## config.mk

```make
export PLATFORM = sky130hd
export DESIGN_NAME = ramp_dac_seq
export DESIGN_NICKNAME = d
export VERILOG_FILES = /design/src/rtl/ramp_dac_pkg.sv /design/src/rtl/rds_gray_cnt.sv /design/src/rtl/rds_chan.sv /design/src/rtl/rds_ctrl.sv /design/src/rtl/ramp_dac_seq.sv
export SDC_FILE = /design/constraint.sdc
export NUM_CORES = 1
export LEC_CHECK = 0
export CORE_UTILIZATION = 54
export CTS_CLUSTER_SIZE = 20
export DETAILED_ROUTE_END_ITERATION = 16
export PLACE_DENSITY = 0.85
export SETUP_SLACK_MARGIN = 0.5
export SYNTH_ARGS = -nofsm -noshare
export SYNTH_HDL_FRONTEND = slang
export SYNTH_SLANG_ARGS = --single-unit
export TNS_END_PERCENT = 10
```

## constraint.sdc

```tcl
create_clock -name clk -period 2 [get_ports clk]
set_clock_uncertainty 0.15 [all_clocks]
set_input_delay 0.3 -clock clk [delete_from_list [all_inputs] [get_ports clk]]
set_output_delay 0.3 -clock clk [all_outputs]
set_load 0.01 [all_outputs]
```

## src/rtl/ramp_dac_pkg.sv

```systemverilog
package ramp_dac_pkg;
  localparam int unsigned RDS_CODE_W = 12;
  localparam int unsigned RDS_NUM_CH = 3;

  typedef enum logic {
    SEQ_IDLE  = 1'b0,
    SEQ_SWEEP = 1'b1
  } seq_state_e;
endpackage

```

## src/rtl/rds_gray_cnt.sv

```systemverilog
module rds_gray_cnt #(
  parameter int unsigned CODE_W = 12
) (
  input  logic              clk,
  input  logic              rst_n,
  input  logic              start,
  output logic [CODE_W-1:0] gray_q,
  output logic              gray_vld,
  output logic              gray_last
);
  localparam logic [CODE_W-1:0] CNT_MAX = {CODE_W{1'b1}};

  function automatic logic [CODE_W-1:0] to_gray(input logic [CODE_W-1:0] b);
    return b ^ (b >> 1);
  endfunction

  logic [CODE_W-1:0] bin_q;
  logic              run_q;

  // stage 0: binary count
  always_ff @(posedge clk or negedge rst_n) begin
    if (!rst_n) begin
      bin_q <= '0;
      run_q <= 1'b0;
    end else if (start) begin
      bin_q <= '0;
      run_q <= 1'b1;
    end else if (run_q) begin
      bin_q <= bin_q + 1'b1;
      if (bin_q == CNT_MAX) run_q <= 1'b0;
    end
  end

  // stage 1: Gray-coded count shared by all comparators
  always_ff @(posedge clk or negedge rst_n) begin
    if (!rst_n) begin
      gray_q    <= '0;
      gray_vld  <= 1'b0;
      gray_last <= 1'b0;
    end else begin
      gray_q    <= to_gray(bin_q);
      gray_vld  <= run_q;
      gray_last <= run_q && (bin_q == CNT_MAX);
    end
  end

  AST_GRAY_ONE_BIT_STEP: assert property (@(posedge clk) disable iff (!rst_n)
    (gray_vld && $past(gray_vld)) |-> ($countones(gray_q ^ $past(gray_q)) == 1));
  AST_LAST_ENDS_VALID: assert property (@(posedge clk) disable iff (!rst_n)
    gray_last |=> !gray_vld);
endmodule

```

## src/rtl/rds_chan.sv

```systemverilog
module rds_chan #(
  parameter int unsigned CODE_W = 12
) (
  input  logic              clk,
  input  logic              rst_n,
  input  logic              start,
  input  logic [CODE_W-1:0] code_in,
  input  logic [CODE_W-1:0] gray_q,
  input  logic              gray_vld,
  output logic              strobe
);
  function automatic logic [CODE_W-1:0] to_gray(input logic [CODE_W-1:0] b);
    return b ^ (b >> 1);
  endfunction

  logic [CODE_W-1:0] code_g_q;
  logic              fired_q;

  always_ff @(posedge clk or negedge rst_n) begin
    if (!rst_n) code_g_q <= '0;
    else if (start) code_g_q <= to_gray(code_in);
  end

  always_ff @(posedge clk or negedge rst_n) begin
    if (!rst_n) strobe <= 1'b0;
    else strobe <= gray_vld && (gray_q == code_g_q);
  end

  // tracks whether this sweep has already strobed
  always_ff @(posedge clk or negedge rst_n) begin
    if (!rst_n) fired_q <= 1'b0;
    else if (start) fired_q <= 1'b0;
    else if (strobe) fired_q <= 1'b1;
  end

  AST_STROBE_ONE_WIDE: assert property (@(posedge clk) disable iff (!rst_n)
    strobe |=> !strobe);
  AST_STROBE_ONCE: assert property (@(posedge clk) disable iff (!rst_n)
    strobe |-> !fired_q);
endmodule

```

## src/rtl/rds_ctrl.sv

```systemverilog
module rds_ctrl
  import ramp_dac_pkg::*;
(
  input  logic clk,
  input  logic rst_n,
  input  logic req_valid,
  output logic req_ready,
  output logic start,
  input  logic gray_last,
  output logic ramp_rst,
  output logic busy,
  output logic done
);
  seq_state_e state_q;

  assign busy      = (state_q == SEQ_SWEEP);
  assign req_ready = !busy;
  assign start     = req_valid && req_ready;

  always_ff @(posedge clk or negedge rst_n) begin
    if (!rst_n) begin
      state_q  <= SEQ_IDLE;
      ramp_rst <= 1'b0;
      done     <= 1'b0;
    end else begin
      ramp_rst <= start;
      done     <= gray_last;
      unique case (state_q)
        SEQ_IDLE:  if (start) state_q <= SEQ_SWEEP;
        SEQ_SWEEP: if (gray_last) state_q <= SEQ_IDLE;
        default:   state_q <= SEQ_IDLE;
      endcase
    end
  end

  AST_RAMP_RST_ONE_WIDE: assert property (@(posedge clk) disable iff (!rst_n)
    ramp_rst |=> !ramp_rst);
  AST_DONE_ONE_WIDE: assert property (@(posedge clk) disable iff (!rst_n)
    done |=> !done);
  AST_DONE_NOT_BUSY: assert property (@(posedge clk) disable iff (!rst_n)
    done |-> !busy);
  AST_BUSY_IGNORES_REQ: assert property (@(posedge clk) disable iff (!rst_n)
    (busy && req_valid) |=> !ramp_rst);
  AST_RAMP_RST_STARTS_BUSY: assert property (@(posedge clk) disable iff (!rst_n)
    ramp_rst |-> (busy && !$past(busy)));
endmodule

```

## src/rtl/ramp_dac_seq.sv

```systemverilog
module ramp_dac_seq #(
  parameter int unsigned CODE_W = ramp_dac_pkg::RDS_CODE_W,
  parameter int unsigned NUM_CH = ramp_dac_pkg::RDS_NUM_CH
) (
  input  logic                     clk,
  input  logic                     rst_n,
  input  logic                     req_valid,
  output logic                     req_ready,
  input  logic [NUM_CH*CODE_W-1:0] req_codes,
  output logic                     ramp_rst,
  output logic [NUM_CH-1:0]        sample_stb,
  output logic                     busy,
  output logic                     done
);
  logic              start;
  logic [CODE_W-1:0] gray_q;
  logic              gray_vld;
  logic              gray_last;

  rds_ctrl u_ctrl (
    .clk       (clk),
    .rst_n     (rst_n),
    .req_valid (req_valid),
    .req_ready (req_ready),
    .start     (start),
    .gray_last (gray_last),
    .ramp_rst  (ramp_rst),
    .busy      (busy),
    .done      (done)
  );

  rds_gray_cnt #(.CODE_W(CODE_W)) u_cnt (
    .clk       (clk),
    .rst_n     (rst_n),
    .start     (start),
    .gray_q    (gray_q),
    .gray_vld  (gray_vld),
    .gray_last (gray_last)
  );

  for (genvar ch = 0; ch < NUM_CH; ch++) begin : g_ch
    rds_chan #(.CODE_W(CODE_W)) u_chan (
      .clk      (clk),
      .rst_n    (rst_n),
      .start    (start),
      .code_in  (req_codes[ch*CODE_W +: CODE_W]),
      .gray_q   (gray_q),
      .gray_vld (gray_vld),
      .strobe   (sample_stb[ch])
    );
  end

  AST_READY_IS_IDLE: assert property (@(posedge clk) disable iff (!rst_n)
    req_ready != busy);
endmodule

```

# Word level (Yosys, flattened, before mapping)
# Cells that the tools add are included.
[word_totals]
elab_cells = 39
input_bits = 39
ff_bits = 69
output_inout_bits = 7
[classes]
mux = 8
bitwise_logic = 5
add_sub_neg = 1
n_eq_ne = 4
n_reduce_logical = 7
[ops]
columns = ["op", "count"]
rows = [
  ["12-bit by 11-bit bitwise XOR with 12-bit output", 4],
  ["12-bit equality test", 3],
  ["12-bit two-way mux", 2],
  ["12-bit by 1-bit adder with 12-bit output (second input constant)", 1],
  ["12-bit equality test (second input constant)", 1],
  ["1-bit logical AND", 5],
  ["1-bit two-way mux", 5],
  ["1-bit one-hot mux with 2 select lines", 1],
  ["2-bit nonzero test", 1],
  ["1-bit logical NOT", 1],
  ["1-bit NOT", 1],
]

# Depth between registers and ports, before layout
# Gate-level depths: netlist of the first run.
[depth]
word_depth = 4
depth_mapped = 5
ltp_nobuf = 4

# By module
# From an unflattened synthesis of the first run, not the netlist that was laid out.
[unflattened]
cells_unflattened = 288
area_unflattened_um2 = 3224.3
[by_module_without_submodules]
columns = ["mod", "area_per_inst_um2", "n_inst", "cells_per_inst", "seq_area_each_um2"]
rows = [
  ["rds_chan", 678.2, 3, 66, 325.3],
  ["rds_gray_cnt", 1094.8, 1, 84, 675.6],
  ["rds_ctrl", 95.1, 1, 6, 75.1],
]

# Worst setup path after synthesis of the first run
# No wires, ideal clock.
[synth_timing]
kind = "flip-flop to flip-flop"
from = "register u_cnt.bin_q[0]"
to = "register u_cnt.bin_q[8]"
required_time_ns = 1.773
arrival_ns = 1.240
setup_slack_ns = 0.533
stages_incl_launch_ff = 5
path_buffers = 0
period_less_slack_ns = 1.467
cell_sequence = "dfrtp_1 -> ha_1 -> nand3_4 -> or3_1 -> a21oi_1"
[synth_between]
elab_chain_cells = 3
[synth_rtl]
columns = ["element", "line_no", "text"]
rows = [
  ["start: declaration", "rds_gray_cnt.sv:17", "logic [CODE_W-1:0] bin_q;"],
  ["start signal: assignment", "rds_gray_cnt.sv:29", "bin_q <= bin_q + 1'b1;"],
  ["12-bit by 1-bit adder with 12-bit output", "rds_gray_cnt.sv:29", ""],
  ["12-bit two-way mux", "rds_gray_cnt.sv:28", "end else if (run_q) begin"],
  ["12-bit two-way mux", "rds_gray_cnt.sv:25", "end else if (start) begin"],
]
# No other way between the ends. The select of a mux whose other input is x is not followed.
# A chain may end at the register's enable or synchronous reset.

# Final worst setup path of the first run
[layout_timing]
from = "register g_ch[2].u_chan.strobe"
to = "output port sample_stb[2]"
[layout_rtl]
columns = ["element", "line_no", "text"]
rows = [
  ["start: declaration", "rds_chan.sv:10", "output logic strobe"],
  ["start signal: assignment", "rds_chan.sv:26", "else strobe <= gray_vld && (gray_q == code_g_q);"],
  ["end: declaration", "ramp_dac_seq.sv:11", "output logic [NUM_CH-1:0] sample_stb,"],
]
# No word-level cell between the ends.

==> results of run 1 <==
## layout by cell type (no fill, tap or decap), types with 4 or more instances in the layout
master | synthesis | final
a21oi_1 | 4 | 4
clkbuf_8 | 0 | 13
clkdlybuf4s50_1 | 0 | 41
dfrtp_1 | 69 | 69
ha_1 | 11 | 10
nand2_1 | 50 | 50
nand3_1 | 6 | 6
nand4_1 | 8 | 8
nor2_1 | 7 | 7
o21ai_0 | 40 | 40
or3_1 | 5 | 5
xnor2_1 | 70 | 70
xor2_1 | 5 | 5
## worst max path at each step
stage / startpoint / end / depth (start not counted)
after floorplan: u_cnt.bin_q[0] / u_cnt.bin_q[8] / 4
after global placement: req_valid / g_ch[0].u_chan.code_g_q[9] / 5
after detailed placement: u_cnt.bin_q[0] / u_cnt.bin_q[10] / 4
after CTS: u_ctrl.done / done / 1
after global routing: u_ctrl.ramp_rst / ramp_rst / 1
final: g_ch[2].u_chan.strobe / sample_stb[2] / 1
## metrics by stage
stage | utilization | hold slack, ns | instance area (um2)
floorplan | - | -0.146 | 3240
global placement | 0.665 | 0.195 | 3750
detailed placement | 0.665 | 0.195 | 3750
CTS | 0.700 | 0.228 | 3950
global route | 0.701 | 0.236 | 3950
finish | 0.701 | 0.228 | 3950
## cell usage after synthesis (all sizes together)
library cell,number,area [um2]
buf,7,48.8
xnor2,70,613
nand2,50,188
nor2,7,26.3
clkbuf,6,22.5
dfrtp,69,1730
xor2,5,43.8
nand2b,1,6.26
mux2i,1,10.0
nand3,7,47.6
o21ai,40,200
inv,3,11.3
ha,11,138
a21oi,5,28.8
nand4,9,71.3
nor4,3,18.8
or3,5,31.3
nor3,1,5.00
## routing by layer
| metal | share of wire | routed length, um | global-route usage |
|---|---|---|---|
| met5 | 0 | 0 | 0 |
| met4 | 0.022 | 140 | 0.0891 |
| met3 | 0.057 | 370 | 0.0686 |
| met2 | 0.50 | 3220 | 0.397 |
| met1 | 0.42 | 2720 | 0.286 |
## layout make-up
type / count / area [um2] / share of cell area
multi-input cells: 215 / 1430 / 0.362
inverters: 3 / 11.3 / 0.00285
clock buffers: 16 / 190 / 0.0481
repair buffers: 49 / 503 / 0.127
well taps: 72 / 90.1 / 0.0228
flip-flops and latches: 69 / 1730 / 0.437
## cells by family after synthesis
kind of cell             share of synthesized area
buffers and inverters                       0.0255
AND/OR/NAND/NOR                              0.122
adder cells (fa/ha/maj)                     0.0425
flip-flops                                   0.533
XOR/XNOR                                     0.203
multiplexers                               0.00309
AO/OA/AOI/OAI                               0.0707
## what timing repair did
action                     in CTS  in global routing
setup endpoints to repair      12                 15
gates resized for setup         2                  2
hold endpoints to repair       69                  0
hold buffers                    1                  0
## sequential cells by signal (all words and copies together), names as in the netlist
| signal | flops |
|---|---|
| g_ch.u_chan.code_g_q | 36 |
| g_ch.u_chan.strobe | 3 |
| u_cnt.bin_q | 12 |
| u_cnt.gray_last | 1 |
| u_cnt.gray_q | 12 |
| u_cnt.gray_vld | 1 |
| u_cnt.run_q | 1 |
| u_ctrl.busy | 1 |
| u_ctrl.done | 1 |
| u_ctrl.ramp_rst | 1 |
## report_power, final
part	leakage (nW)	internal [W]	switching, W
sequential	0.855	0.00170	0.000416
clock	0.0970	0.000588	0.000478
combinational	0.714	0.000656	0.000563
==> run summary, run 1 <==
I/O Pins -> 46
MaxCap Viol Count -> 0
CTS Buffer Depth -> 2
clk slew on worst S/H paths -> 0.07 ns
first-pass GRT wire length -> 10.9 mm
final setup margin -> 0.344 ns
HP Start -> u_cnt.gray_last
CTS H-Tree Depth -> 3
placed cell count -> 407
filler instances -> 414
gr ovfl total -> 0
DRT Pass-1 Iters -> 4
Mapped Area -> 3240 um2
LEAKAGE -> 1.67 nW
status -> complete, no violations
Die Span Y -> 79.4 um
yosys warns -> 0
vias in the first global route -> 2351
Power Total -> 0.00440 W
Worst Path Max Fanout -> 1
Port-buffer cells -> 45
routability congestion estimate -> 0.788
Slowest cell on crit path -> clkdlybuf4s50_1
Max Clock Freq -> 0.604 GHz
GRT Util Overall -> 0.236
R2R depth -> 4
Nets -> 397
worst vdd ir -> 0.000711 V
Initial Utilization -> 0.574
Initial DRC Count -> 152
Via density -> 5.41
Die Footprint -> 6310 um2
Layout area overhead -> 22.1%
initial antenna violation count -> 0
Hold Path Class -> reg2reg
num rows -> 27
Crit path arrival time -> 1.21 ns
Post-CTS Repair Setup Buffers -> 0
peak per-stage delay on the critical path -> 0.53 ns
fin cells -> 424
drt wl/cell -> 15.2 um
slew margin rel. -> 0.718
Root Buffer -> clkbuf_8
setup_tns -> 0 ns
R2R Path Start -> u_cnt.bin_q[0]
clk_lat worst skew -> 0.34 ns
diode count -> 0
# setup viols final -> 0
RSZ-0062 raised after global routing -> true
Synth Area per Inst -> 10.8 um2
reg2reg setup slack -> 0.38 ns
vias post-DR -> 2293
WP data required -> 1.55 ns
synth unique cells -> 23
Die X -> 79.4 um
Gate Count Post-Synth -> 300
min Tclk post-route -> 1.66 ns
Buf+Inv Stages, Crit Path -> 1
register area share after synthesis -> 0.533
WS Path Type -> reg2out
CP top delay family -> buffers and inverters
syn_nets -> 350
critical path, cell by cell -> clkdlybuf4s50_1
hold path depth -> 0
CTS sink count -> 69
Post-Route WL -> 6.45 mm
Pwr Density -> 1110 nW/um2
largest net degree at the start of global routing -> 72
Worst-Margin Slew -> 0.424 ns
DRC -> 0
Max Slew Vio Count -> 0
Hold EP -> u_ctrl.done
flops & latches, synth -> 69
core area -> 5640 um2
R2R Path End -> u_cnt.bin_q[10]
Detailed Place HPWL -> 4.51 mm
post-route ant nets -> 0
post-route clock period utilization -> 0.828
CTS tree -> done
share of cells above drive strength 1 -> 0.0625
pre-CTS WS -> 0.373 ns
Critical Path Sink Type -> output port
Num CTS Buffers -> 9
crit path launch type -> register
final hold viol count -> 0
No activity file was read; power rests on OpenSTA's default activity.
==> run 2: changes to the inputs <==
==> constraint.sdc (replaced) <==
create_clock -name clk -period 1.7 [get_ports clk]
set_clock_uncertainty 0.15 [all_clocks]
set_input_delay 0.255 -clock clk [delete_from_list [all_inputs] [get_ports clk]]
set_output_delay 0.255 -clock clk [all_outputs]
set_load 0.01 [all_outputs]
==> run 2 against run 1 <==
Total power grew 22%. Via count grew 0.39%. Final cell count grew 2.4%. Non-clock buffer count grew 12. Utilization grew 2.3 points. Register-to-register slack lost 0.15 ns. Clock-buffer cell count shrank 4. Clock power grew 5%. First-iteration DRC count grew 6.6%. Setup slack lost 0.11 ns.
==> run summary, run 2 (same netlist as run 1, synthesis figures left out) <==
WS Path Type -> reg2reg
Die Footprint -> 6310 um2
WHS -> 0.230 ns
DRC -> 0
diode count -> 0
crit path launch type -> register
Die Span Y -> 79.4 um
GRT Util Overall -> 0.235
CTS H-Tree Depth -> 3
first-pass GRT wire length -> 11.0 mm
Worst Path Max Fanout -> 7
Num CTS Buffers -> 9
CTS tree -> done
Die X -> 79.4 um
post-route clock period utilization -> 0.864
Nets -> 409
core area -> 5640 um2
placed cell count -> 408
Hold EP -> u_ctrl.done
R2R Path End -> u_cnt.bin_q[11]
HP Start -> u_cnt.gray_last
R2R depth -> 4
hold path depth -> 0
share of cells above drive strength 1 -> 0.152
slew margin rel. -> 0.762
Pwr Density -> 1320 nW/um2
filler instances -> 414
I/O Pins -> 46
Max Clock Freq -> 0.681 GHz
P_sw -> 0.00180 W
Top reg by flops -> g_ch.u_chan.code_g_q
MaxCap Viol Count -> 0
Layout area overhead -> 26.1%
largest net degree at the start of global routing -> 71
Net Sw Frac -> 0.336
Flop pwr share -> 0.471
Pint -> 0.00357 W
Initial DRC Count -> 162
# setup viols final -> 0
Port-buffer cells -> 45
LEAKAGE -> 1.70 nW
drt wl/cell -> 15.3 um
RSZ-0062 raised after global routing -> true
vias in the first global route -> 2339
Worst-Margin Slew -> 0.357 ns
clk_lat worst skew -> 0.34 ns
DRT Pass-1 Iters -> 4
commonest non-fill, non-tap cell in the layout -> xnor2_1
gr ovfl total -> 0
R2R Path Start -> u_cnt.bin_q[3]
Detailed Place HPWL -> 4.55 mm
worst vdd ir -> 0.00109 V
top flop regs -> g_ch.u_chan.code_g_q: 36 flops, u_cnt.bin_q: 12 flops, u_cnt.gray_q: 12 flops
fin cells -> 434
Critical Path Sink Type -> register
Hold Path Class -> reg2reg
WP data required -> 1.82 ns
Max Slew Vio Count -> 0
post-route ant nets -> 0
initial antenna violation count -> 0
setup_tns -> 0 ns
final hold viol count -> 0
Crit path arrival time -> 1.59 ns
num rows -> 27
routability congestion estimate -> 0.814
power share of the clock group -> 0.209
Root Buffer -> clkbuf_8
Logic pwr share -> 0.320
reg2reg setup slack -> 0.23 ns
Power Total -> 0.00537 W
max reg flops -> 36
finished layout cell area -> 4080 um2
Via density -> 5.30
vias post-DR -> 2302
status -> complete, no violations
clk slew on worst S/H paths -> 0.07 ns
CTS sink count -> 69
Post-Route WL -> 6.65 mm
dpl cell area -> 3790 um2
CTS Buffer Depth -> 2
Initial Utilization -> 0.574
commonest cells after routing, fill and taps aside -> 70 x xnor2_1, 64 x dfrtp_1, 50 x nand2_1
min Tclk post-route -> 1.47 ns
-- run 2: cell count changes in the layout (fill, tap and decap cells not counted), moves of 4 or more --
cell             delta
clkdlybuf4s50_1     -4
buf_2               +5
dfrtp_1             -5
a21oi_1             -4
ha_4                +4
buf_4              +11
dfrtp_2             +5
a21oi_2             +4
-- run 2: routing by layer --
metal / track usage / up-vias / routed length (um)
met5: 0 / - / 0
met4: 0.0836 / 0 / 116
met3: 0.0514 / 12 / 294
met2: 0.397 / 51 / 3410
met1: 0.295 / 1131 / 2830
li1: - / 1108 / -
-- run 2: worst max path at each step --
stage / endpoint / start / slack (ns)
2_1_floorplan: u_cnt.bin_q[8] / u_cnt.bin_q[2] / 0.33
3_3_place_gp: u_cnt.bin_q[8] / u_cnt.bin_q[2] / 0.24
3_5_place_dp: g_ch[2].u_chan.code_g_q[1] / req_valid / 0.18
4_1_cts: u_cnt.bin_q[8] / u_cnt.bin_q[2] / 0.19
5_1_grt: u_cnt.bin_q[8] / u_cnt.bin_q[2] / 0.20
6_report: u_cnt.bin_q[11] / u_cnt.bin_q[3] / 0.23
-- run 2: what timing repair did --
item	in CTS	in global routing
endpoints found under the hold margin	69	0
pin swaps	2	7
setup buffers	3	8
resized for setup	26	16
hold buffers	1	0
setup endpoints to repair	60	61
-- run 2: power groups by stage --
stage	combinational, W	clock (W)	sequential (W)
finish	0.00172	0.00112	0.00253
global route	0.00191	0.00122	0.00255
CTS	0.00154	0.00114	0.00250
detailed placement	0.00145	0	0.00252
global placement	0.00139	0	0.00250
floorplan	0.00107	0	0.00235
-- run 2: critical path: stages, from the launching register on --
cell,delay [ns]
dfrtp_2,0.42
ha_4,0.15
nand4_4,0.14
or3_4,0.40
a21oi_2,0.12
-- run 2: layout make-up --
cell class	instances	area, um2	share of cell area
sequential	69	1730	0.424
tap	72	90.1	0.0221
clock buffer	12	145	0.0356
inverter	3	11.3	0.00276
timing repair buffer	61	581	0.142
clock inverter	2	12.5	0.00306
multi-input combinational	215	1510	0.370
-- run 2: through the flow --
| stage | setup slack, ns | utilization |
|---|---|---|
| 2_1_floorplan | 0.334 | - |
| 5_1_grt | 0.198 | 0.724 |
| 6_report | 0.231 | 0.724 |
| 4_1_cts | 0.195 | 0.703 |
| 3_5_place_dp | 0.177 | 0.672 |
| 3_3_place_gp | 0.235 | 0.672 |
==> run 3: changes to the inputs <==
--- a/config.mk
+++ b/config.mk
@@ -5,6 +5,8 @@
 export SDC_FILE = /design/constraint.sdc
 export NUM_CORES = 1
 export LEC_CHECK = 0
+export CORE_ASPECT_RATIO = 1.25
+export CORE_MARGIN = 2
 export CORE_UTILIZATION = 54
 export CTS_CLUSTER_SIZE = 20
 export DETAILED_ROUTE_END_ITERATION = 16
==> run 3 against run 2 <==
Clock power up 23%. Setup slack got worse by 0.046 ns. Via count is 2.1% higher. Highest routed layer unchanged. Non-clock buffer count rose by 2. Clock-buffer cell count is 2 higher. Largest power group unchanged. Total power rose by 6.0%. First-iteration DRC count up 17%. Flip-flop and latch count unchanged.
==> run summary, run 3 (same netlist as run 1, synthesis figures left out) <==
num rows -> 31
P_sw -> 0.00188 W
Port-buffer cells -> 45
Layout area overhead -> 27.3%
MaxCap Viol Count -> 0
Crit path arrival time -> 1.64 ns
power share of the clock group -> 0.243
routability congestion estimate -> 0.848
CTS tree -> done
core area -> 5780 um2
top flop regs -> g_ch.u_chan.code_g_q: 36 flops, u_cnt.bin_q: 12 flops, u_cnt.gray_q: 12 flops
worst vdd ir -> 0.000926 V
reg2reg setup slack -> 0.19 ns
Slowest cell on crit path -> dfrtp_1
WHS -> 0.198 ns
commonest cells after routing, fill and taps aside -> 70 x xnor2_1, 66 x dfrtp_1, 49 x nand2_1
clk_lat worst skew -> 0.35 ns
Die Span Y -> 90.6 um
setup_tns -> 0 ns
largest net degree at the start of global routing -> 71
Buf+Inv Stages, Crit Path -> 0
post-route ant nets -> 0
LEAKAGE -> 1.73 nW
slew margin rel. -> 0.746
Initial DRC Count -> 190
Worst-Margin Slew -> 0.381 ns
post-route clock period utilization -> 0.891
critical path, cell by cell -> ha_1, nand3_1, or3_4, a21oi_2
status -> complete, no violations
WP data required -> 1.82 ns
pre-CTS WS -> 0.178 ns
max reg flops -> 36
DRC -> 0
Nets -> 411
Detailed Place HPWL -> 4.65 mm
GRT Util Overall -> 0.229
Worst Path Max Fanout -> 3
commonest non-fill, non-tap cell in the layout -> xnor2_1
Post-Route WL -> 7.13 mm
Hold Path Class -> in2async
clk slew on worst S/H paths -> 0.08 ns
CP top delay family -> simple AND/OR/NAND/NOR gates
CTS Buffer Depth -> 2
I/O Pins -> 46
min Tclk post-route -> 1.51 ns
diode count -> 0
Via density -> 5.45
Initial Utilization -> 0.560
Max Slew Vio Count -> 0
vias post-DR -> 2350
Flop pwr share -> 0.441
Num CTS Buffers -> 9
peak per-stage delay on the critical path -> 0.42 ns
final setup margin -> 0.186 ns
Net Sw Frac -> 0.330
DRT Pass-1 Iters -> 4
initial antenna violation count -> 0
CTS sink count -> 69
share of cells above drive strength 1 -> 0.151
crit path launch type -> register
gr ovfl total -> 0
Max Clock Freq -> 0.660 GHz
vias in the first global route -> 2340
Pint -> 0.00381 W
Root Buffer -> clkbuf_8
Top reg by flops -> g_ch.u_chan.code_g_q
first-pass GRT wire length -> 11.1 mm
# setup viols final -> 0
Critical Path Sink Type -> register
CTS H-Tree Depth -> 3
final hold viol count -> 0
drt wl/cell -> 16.5 um
RSZ-0062 raised after global routing -> true
Logic pwr share -> 0.316
placed cell count -> 403
Die Footprint -> 6630 um2
Pwr Density -> 1380 nW/um2
Die X -> 73.3 um
fin cells -> 431
WS Path Type -> reg2reg
## run 3: metal layers
layer  vias to the layer above  wire length [um]  global-route usage
met2                        69              3690               0.378
met4                         0               199               0.108
met1                      1153              2930               0.273
li1                       1109                 -                   -
met3                        19               306              0.0569
met5                         -                 0                   0
## run 3: metrics by stage
stage	power [W]	cell area [um2]	utilization
final	0.00569	4120	0.713
after detailed placement	0.00399	3790	0.656
after global routing	0.00601	4120	0.713
after floorplan	0.00342	3260	-
after global placement	0.00391	3790	0.656
after CTS	0.00550	4030	0.696
## run 3: what timing repair did
item | 4_1_cts | 5_1_grt
hold endpoints to repair | 13 | 0
gates resized for setup | 23 | 12
pin swaps | 2 | 9
setup endpoints to repair | 58 | 60
hold buffers | 1 | 0
buffers inserted | 3 | 9
## run 3: final timing paths
check / from / cells past startpoint / endpoint
setup reg to reg: u_cnt.bin_q[6] / 4 / u_cnt.bin_q[11]
setup / recovery: u_cnt.bin_q[6] / 4 / u_cnt.bin_q[11]
hold reg to reg: u_cnt.gray_last / 0 / u_ctrl.done
hold / removal: rst_n / 2 / u_cnt.bin_q[6]
max in group asynchronous: rst_n / 3 / u_cnt.bin_q[2]
min in group clk: u_cnt.gray_last / 0 / u_ctrl.done
## run 3: final cells by class
| type | count | area, um2 |
|---|---|---|
| clock buffers | 14 | 173 |
| clock inverters | 1 | 30.0 |
| fillers | 398 | 1660 |
| inverters | 3 | 11.3 |
| multi-input cells | 215 | 1500 |
| flip-flops and latches | 69 | 1730 |
| well taps | 66 | 82.6 |
| repair buffers | 63 | 593 |
## run 3: power by group through the flow
stage          combinational, W  sequential, W  clock (W)
6_report                0.00180        0.00251    0.00138
5_1_grt                 0.00198        0.00254    0.00149
4_1_cts                 0.00159        0.00251    0.00140
2_1_floorplan           0.00107        0.00235          0
3_5_place_dp            0.00147        0.00252          0
3_3_place_gp            0.00140        0.00250          0
